### config.mk
export PLATFORM = sky130hd
export DESIGN_NAME = gwin_decoder
export DESIGN_NICKNAME = d
export VERILOG_FILES = /design/src/rtl/gwin_pkg.sv /design/src/rtl/gwin_alloc_reg.sv /design/src/rtl/gwin_match.sv /design/src/rtl/gwin_handshake.sv /design/src/rtl/gwin_decoder.sv
export SDC_FILE = /design/constraint.sdc
export NUM_CORES = 1
export LEC_CHECK = 0
export ABC_CLOCK_PERIOD_IN_PS = 6550
export CORE_ASPECT_RATIO = 1.4
export CORE_MARGIN = 2
export CORE_UTILIZATION = 30
export DETAILED_ROUTE_END_ITERATION = 12
export PLACE_DENSITY = 0.88
export REMOVE_ABC_BUFFERS = 1
export SETUP_SLACK_MARGIN = 0.05
export SKIP_CTS_REPAIR_TIMING = 1
export SYNTH_ARGS = -nofsm -noshare
export SYNTH_HDL_FRONTEND = slang
export SYNTH_SLANG_ARGS = --single-unit
### constraint.sdc
create_clock -name clk -period 6.55 [get_ports clk]
set_clock_uncertainty 0.2 [all_clocks]
set_input_delay 1.6375 -clock clk [delete_from_list [all_inputs] [get_ports clk]]
set_output_delay 1.6375 -clock clk [all_outputs]
set_load 0.02 [all_outputs]
### src/rtl/gwin_pkg.sv
// Package gwin_pkg
// Shared widths and the register location for the global window decoder.
// Assumes a 16-bit word-addressed data space.
package gwin_pkg;
    localparam int ADDR_W   = 16;
    localparam int DATA_W   = 16;
    localparam int WIN_W    = 8;
    localparam logic [ADDR_W-1:0] WIN_REG_ADDR = 16'h0005;

    // Classification of the current data access.
    typedef enum logic [1:0] {
        ACC_NONE   = 2'd0,
        ACC_LOCAL  = 2'd1,
        ACC_GLOBAL = 2'd2
    } acc_kind_e;
endpackage

### src/rtl/gwin_alloc_reg.sv
// Module gwin_alloc_reg
// Holds the window size register. Decodes strobed reads and writes of the
// register address. A write loads the low WIN_W bits of the write data, and
// a read returns the register with all unused upper bits set to one.
// Assumes the processor holds addr/strb/wr stable for the whole cycle.
module gwin_alloc_reg #(
    parameter int ADDR_W = 16,
    parameter int DATA_W = 16,
    parameter int WIN_W  = 8,
    parameter logic [ADDR_W-1:0] REG_ADDR = 16'h0005
) (
    input  logic              clk,
    input  logic              rst_n,
    input  logic [ADDR_W-1:0] addr,
    input  logic              strb,
    input  logic              wr,
    input  logic [DATA_W-1:0] wdata,
    output logic [WIN_W-1:0]  win_mask,
    output logic [DATA_W-1:0] rdata
);
    localparam int PAD_W = DATA_W - WIN_W;

    logic sel;
    logic wr_en;
    logic rd_en;

    // Select the register when the strobed address matches.
    always_comb begin
        sel   = strb && (addr == REG_ADDR);
        wr_en = sel && wr;
        rd_en = sel && !wr;
    end

    // Load or clear the window register.
    always_ff @(posedge clk) begin
        if (!rst_n)
            win_mask <= '0;
        else if (wr_en)
            win_mask <= wdata[WIN_W-1:0];
    end

    // Drive read data; the unused upper bits read as ones.
    always_comb begin
        if (rd_en)
            rdata = {{PAD_W{1'b1}}, win_mask};
        else
            rdata = '0;
    end

    // a strobed write to the register address is visible the next cycle.
    property p_reg_load_r2;
        @(posedge clk) disable iff (!rst_n)
        wr_en |=> (win_mask == $past(wdata[WIN_W-1:0]));
    endproperty
    a_reg_load_r2: assert property (p_reg_load_r2);

    // without a register write, the value is kept.
    property p_reg_hold_r9;
        @(posedge clk) disable iff (!rst_n)
        !wr_en |=> $stable(win_mask);
    endproperty
    a_reg_hold_r9: assert property (p_reg_hold_r9);

    // reset clears the register.
    property p_reg_reset_r1;
        @(posedge clk) !rst_n |=> (win_mask == '0);
    endproperty
    a_reg_reset_r1: assert property (p_reg_reset_r1);
endmodule

### src/rtl/gwin_match.sv
// Module gwin_match
// Compares the address high byte against the window mask. An address is
// global when the mask's top bit is set and every set mask bit is also set
// in the address. Built as one AND term per mask bit.
// Assumes ADDR_W >= WIN_W.
module gwin_match #(
    parameter int ADDR_W = 16,
    parameter int WIN_W  = 8
) (
    input  logic [ADDR_W-1:0] addr,
    input  logic [WIN_W-1:0]  win_mask,
    output logic              hit
);
    localparam int HI_LSB = ADDR_W - WIN_W;

    logic [WIN_W-1:0] bit_ok;

    // One covering term per mask bit.
    for (genvar i = 0; i < WIN_W; i++) begin : g_cover
        assign bit_ok[i] = !win_mask[i] || addr[HI_LSB + i];
    end

    // The window is open only when the top mask bit is set.
    always_comb begin
        hit = win_mask[WIN_W-1] && (&bit_ok);
    end
endmodule

### src/rtl/gwin_handshake.sv
// Module gwin_handshake
// Drives the active-low bus request and the stall for global accesses.
// The request follows the strobe of a global access. The stall holds the
// processor until ready is seen. Tracks whether a wait is in progress.
// Assumes the processor keeps addr/strb stable while stall is high.
module gwin_handshake (
    input  logic clk,
    input  logic rst_n,
    input  logic strb,
    input  logic hit,
    input  logic ready,
    output logic breq_n,
    output logic stall,
    output logic waiting
);
    logic glob;

    // Request and stall from the current global strobe.
    always_comb begin
        glob   = strb && hit;
        breq_n = !glob;
        stall  = glob && !ready;
    end

    // Remember whether the previous cycle ended in a wait.
    always_ff @(posedge clk) begin
        if (!rst_n)
            waiting <= 1'b0;
        else
            waiting <= stall;
    end

    // a stalled cycle always carries the request.
    property p_stall_req_r7;
        @(posedge clk) disable iff (!rst_n)
        stall |-> !breq_n;
    endproperty
    a_stall_req_r7: assert property (p_stall_req_r7);

    // no request without a strobe.
    property p_req_strobe_r6;
        @(posedge clk) disable iff (!rst_n)
        !strb |-> breq_n;
    endproperty
    a_req_strobe_r6: assert property (p_req_strobe_r6);
endmodule

### src/rtl/gwin_decoder.sv
// Module gwin_decoder
// Top level of the global memory window decoder: the window register, the
// address comparator and the request/stall handshake.
// Assumes a single processor master. Arbitration and the shared memory
// itself are outside this block.
module gwin_decoder
    import gwin_pkg::*;
(
    input  logic              clk,
    input  logic              rst_n,
    input  logic [ADDR_W-1:0] addr,
    input  logic              strb,
    input  logic              wr,
    input  logic [DATA_W-1:0] wdata,
    input  logic              ready,
    output logic [DATA_W-1:0] rdata,
    output logic              breq_n,
    output logic              stall
);
    logic [WIN_W-1:0] win_mask;
    logic             hit;
    logic             waiting;
    acc_kind_e        kind;

    gwin_alloc_reg #(
        .ADDR_W  (ADDR_W),
        .DATA_W  (DATA_W),
        .WIN_W   (WIN_W),
        .REG_ADDR(WIN_REG_ADDR)
    ) u_reg (
        .clk     (clk),
        .rst_n   (rst_n),
        .addr    (addr),
        .strb    (strb),
        .wr      (wr),
        .wdata   (wdata),
        .win_mask(win_mask),
        .rdata   (rdata)
    );

    gwin_match #(
        .ADDR_W(ADDR_W),
        .WIN_W (WIN_W)
    ) u_match (
        .addr    (addr),
        .win_mask(win_mask),
        .hit     (hit)
    );

    gwin_handshake u_hs (
        .clk    (clk),
        .rst_n  (rst_n),
        .strb   (strb),
        .hit    (hit),
        .ready  (ready),
        .breq_n (breq_n),
        .stall  (stall),
        .waiting(waiting)
    );

    // Classify the access for the checks below.
    always_comb begin
        if (!strb)
            kind = ACC_NONE;
        else if (hit)
            kind = ACC_GLOBAL;
        else
            kind = ACC_LOCAL;
    end

    // local accesses never request the bus or stall.
    property p_local_free_r8;
        @(posedge clk) disable iff (!rst_n)
        (kind == ACC_LOCAL) |-> (breq_n && !stall);
    endproperty
    a_local_free_r8: assert property (p_local_free_r8);

    // with the window closed, nothing is global.
    property p_closed_r5;
        @(posedge clk) disable iff (!rst_n)
        !win_mask[WIN_W-1] |-> breq_n;
    endproperty
    a_closed_r5: assert property (p_closed_r5);

    // a wait that sees ready with the same access ends the stall.
    property p_wait_ends_r7;
        @(posedge clk) disable iff (!rst_n)
        (waiting && ready) |-> !stall;
    endproperty
    a_wait_ends_r7: assert property (p_wait_ends_r7);
endmodule

==> flow_summary.toml <==
[run_status]
status = "finished, final reports clean"

[clocking]
clockBufferDepth = 2
clock_sinks = 8
cts_tree = "built"
clk_latency_ns = 0.25
cts_root_buf = "clkbuf_4"
h-tree-depth = 1
path_clk_slew_ns = 0.05
cts_buffers = 3

[synth]
ys_types = 18
synth_most_common_cell = "buf_4"
synth_top_area_share = 0.278
synthTopCellsByCount = "10 x buf_4, 9 x nand4_1"
yosys_warnings = 0
yosys.area.top_type = "dfxtp_1"
synthTopCellsByArea = "dfxtp_1 28%, buf_4 13%, nand4_1 9.8%"
async_reset_ff_frac = 0
synth_edf_count = 0
synthCells = 76
synthesis.area_sq_um = 577
syn_area_per_cell_sq_um = 7.59
seq_area_frac_synth = 0.278
ys_ff_latch = 8
ys.flop_type = "dfxtp_1"

[floorplan]
dieArea_sq_mm = 0.00229
io_pins = 55
fp.coreArea_sq_mm = 0.00178
row_count = 18
initial_core_util = 0.324
die_width_microns = 41.1
fp.dieH_microns = 55.9

[worst_setup_path]
critPathMaxStageDelay_ns = 0.60
cp_common_cell = "clkdlybuf4s50_1"
required_ns = 4.71
cp_max_fo = 16
end_kind = "primary output"
crit_type = "input pin to primary output"
crit_slowest_cell = "clkdlybuf4s50_1"
path_cells = "clkdlybuf4s50_1 -> nor4_2 -> and3_1 -> and4_1 -> and2_1 -> clkdlybuf4s50_1"
crit_path_start_kind = "input pin"
cp.arrival_ns = 4.12
ff2ff_path_depth = 2

[power]
leakagePower_nw = 0.362
swShare = 0.205
peakVddDrop_uv = 92.8
p_comb_frac = 0.206
p_int_mw = 0.0853
sequentialPowerShare = 0.455
clock_power_share = 0.339
power.net_switching_mw = 0.0220
power_density_mw_per_mm2 = 107

[timing]
tightest_slew_ns = 0.458
finalHoldViolCount = 0
setup_slack_ns = 0.596
min_period_over_period = 0.909
slew_headroom = 0.687
setup_tns_ns = 0
setup-violations-final = 0
report.final.slew_viol_count = 0
grt_setup_unrepaired = "no"
finalWorstPathRequiredPeriod_ns = 5.95
max_freq_mhz = 168

[drt]
wl_met3_microns = 232
met1Wirelength_microns = 573
met2_length_microns = 802
drc_errors = 0
ant_nets = 0
wl_mm = 1.66
drt-pass1-iter-count = 4
drt-vias-per-instance = 5.36
via_count = 713
drt_iter0_drc = 17
detail_route.wl_per_cell_microns = 12.5
dr.max_layer_used = "met4"

[global_routing]
antenna_found_initial = 0
grt_max_degree = 17
grt.total_usage = 0.153
grt_pass1_wl_mm = 2.48
grt_pass1_vias = 693
overflow = 0

[placement]
hpwl_mm = 1.35
io_buffers = 46
preCtsSetupSlack_ns = 0.582
gp_congestion = 0.766

[job]
cap_viol_max_count = 0

[finish]
area_delta_synth_final_pct = 73.8
nFillCells = 178
drive_gt1_frac = 0.0442
final_nets = 152
num_antenna_cells = 0
regMostFlops = "u_reg.win_mask"
largestRegisters = "u_reg.win_mask x8"
largest_reg_flops = 8

[worst_hold_path]
min_path_type = "flip-flop to flip-flop"
min_path_cells = 2
critical path, delay by kind of cell:
kind	cells	cell delay (ns)
buf+inv	2	1.04
simple gates	4	1.44
per-stage QoR:
| stage | utilization | area [sq um] | std cells | total power, mW | hold WS, ns |
|---|---|---|---|---|---|
| 6_report | 0.563 | 1000 | 133 | 0.107 | 0.281 |
| 3_5_place_dp | 0.551 | 980 | 130 | 0.0716 | 0.271 |
| 4_1_cts | 0.563 | 1000 | 133 | 0.109 | 0.278 |
| 3_3_place_gp | 0.551 | 980 | 130 | 0.0713 | 0.274 |
| 5_1_grt | 0.563 | 1000 | 133 | 0.114 | 0.324 |
| 2_1_floorplan | - | 494 | 64 | 0.0522 | 0.253 |
power groups by stage:
stage | registers, mW | clock network, mW | logic, mW
3_5_place_dp | 0.0497 | 0 | 0.0219
4_1_cts | 0.0487 | 0.0385 | 0.0221
2_1_floorplan | 0.0497 | 0 | 0.00245
5_1_grt | 0.0486 | 0.0415 | 0.0234
3_3_place_gp | 0.0497 | 0 | 0.0216
6_report | 0.0488 | 0.0364 | 0.0221
final cells by class:
class / count / area (sq um) / area share
multi-input combinational: 51 / 315 / 0.315
timing repair buffer: 46 / 460 / 0.459
inverter: 5 / 18.8 / 0.0187
tap: 20 / 25.0 / 0.0250
sequential: 8 / 160 / 0.160
clock buffer: 3 / 22.5 / 0.0225
placed cells by master, fill, tap and decap left out:
master           instances
nand4_1                  9
nand3_1                  2
nor3_1                   1
dfxtp_1                  8
a2111oi_0                1
inv_1                    5
clkbuf_4                 3
clkdlybuf4s50_1         46
and4_1                   1
and4bb_1                 1
and3_1                   3
nor4_2                   2
a222oi_1                 1
and2_1                   8
a21oi_1                  8
nor2b_1                  3
o21ai_0                  8
nor2_1                   3
path summary, 6_finish.rpt:
check / end / start / slack, ns
hold / removal: u_reg.win_mask[6] / u_reg.win_mask[6] / 0.28
setup reg to reg: u_reg.win_mask[2] / u_reg.win_mask[2] / 5.69
setup / recovery: rdata[6] / addr[9] / 0.60
hold reg to reg: u_reg.win_mask[6] / u_reg.win_mask[6] / 0.28
cell families after synthesis:
| group | after synthesis | synth area share |
|---|---|---|
| and+or+nand+nor | 33 | 0.375 |
| buffers and inverters | 17 | 0.176 |
| DFF | 8 | 0.278 |
| AOI/OAI and AO/OA | 18 | 0.171 |
per-layer routing:
layer,track usage,vias up
met4,0.0905,0
met1,0.134,312
met3,0.0400,5
met5,0,-
li1,-,342
met2,0.272,54
Power figures use the tool's default switching activity.
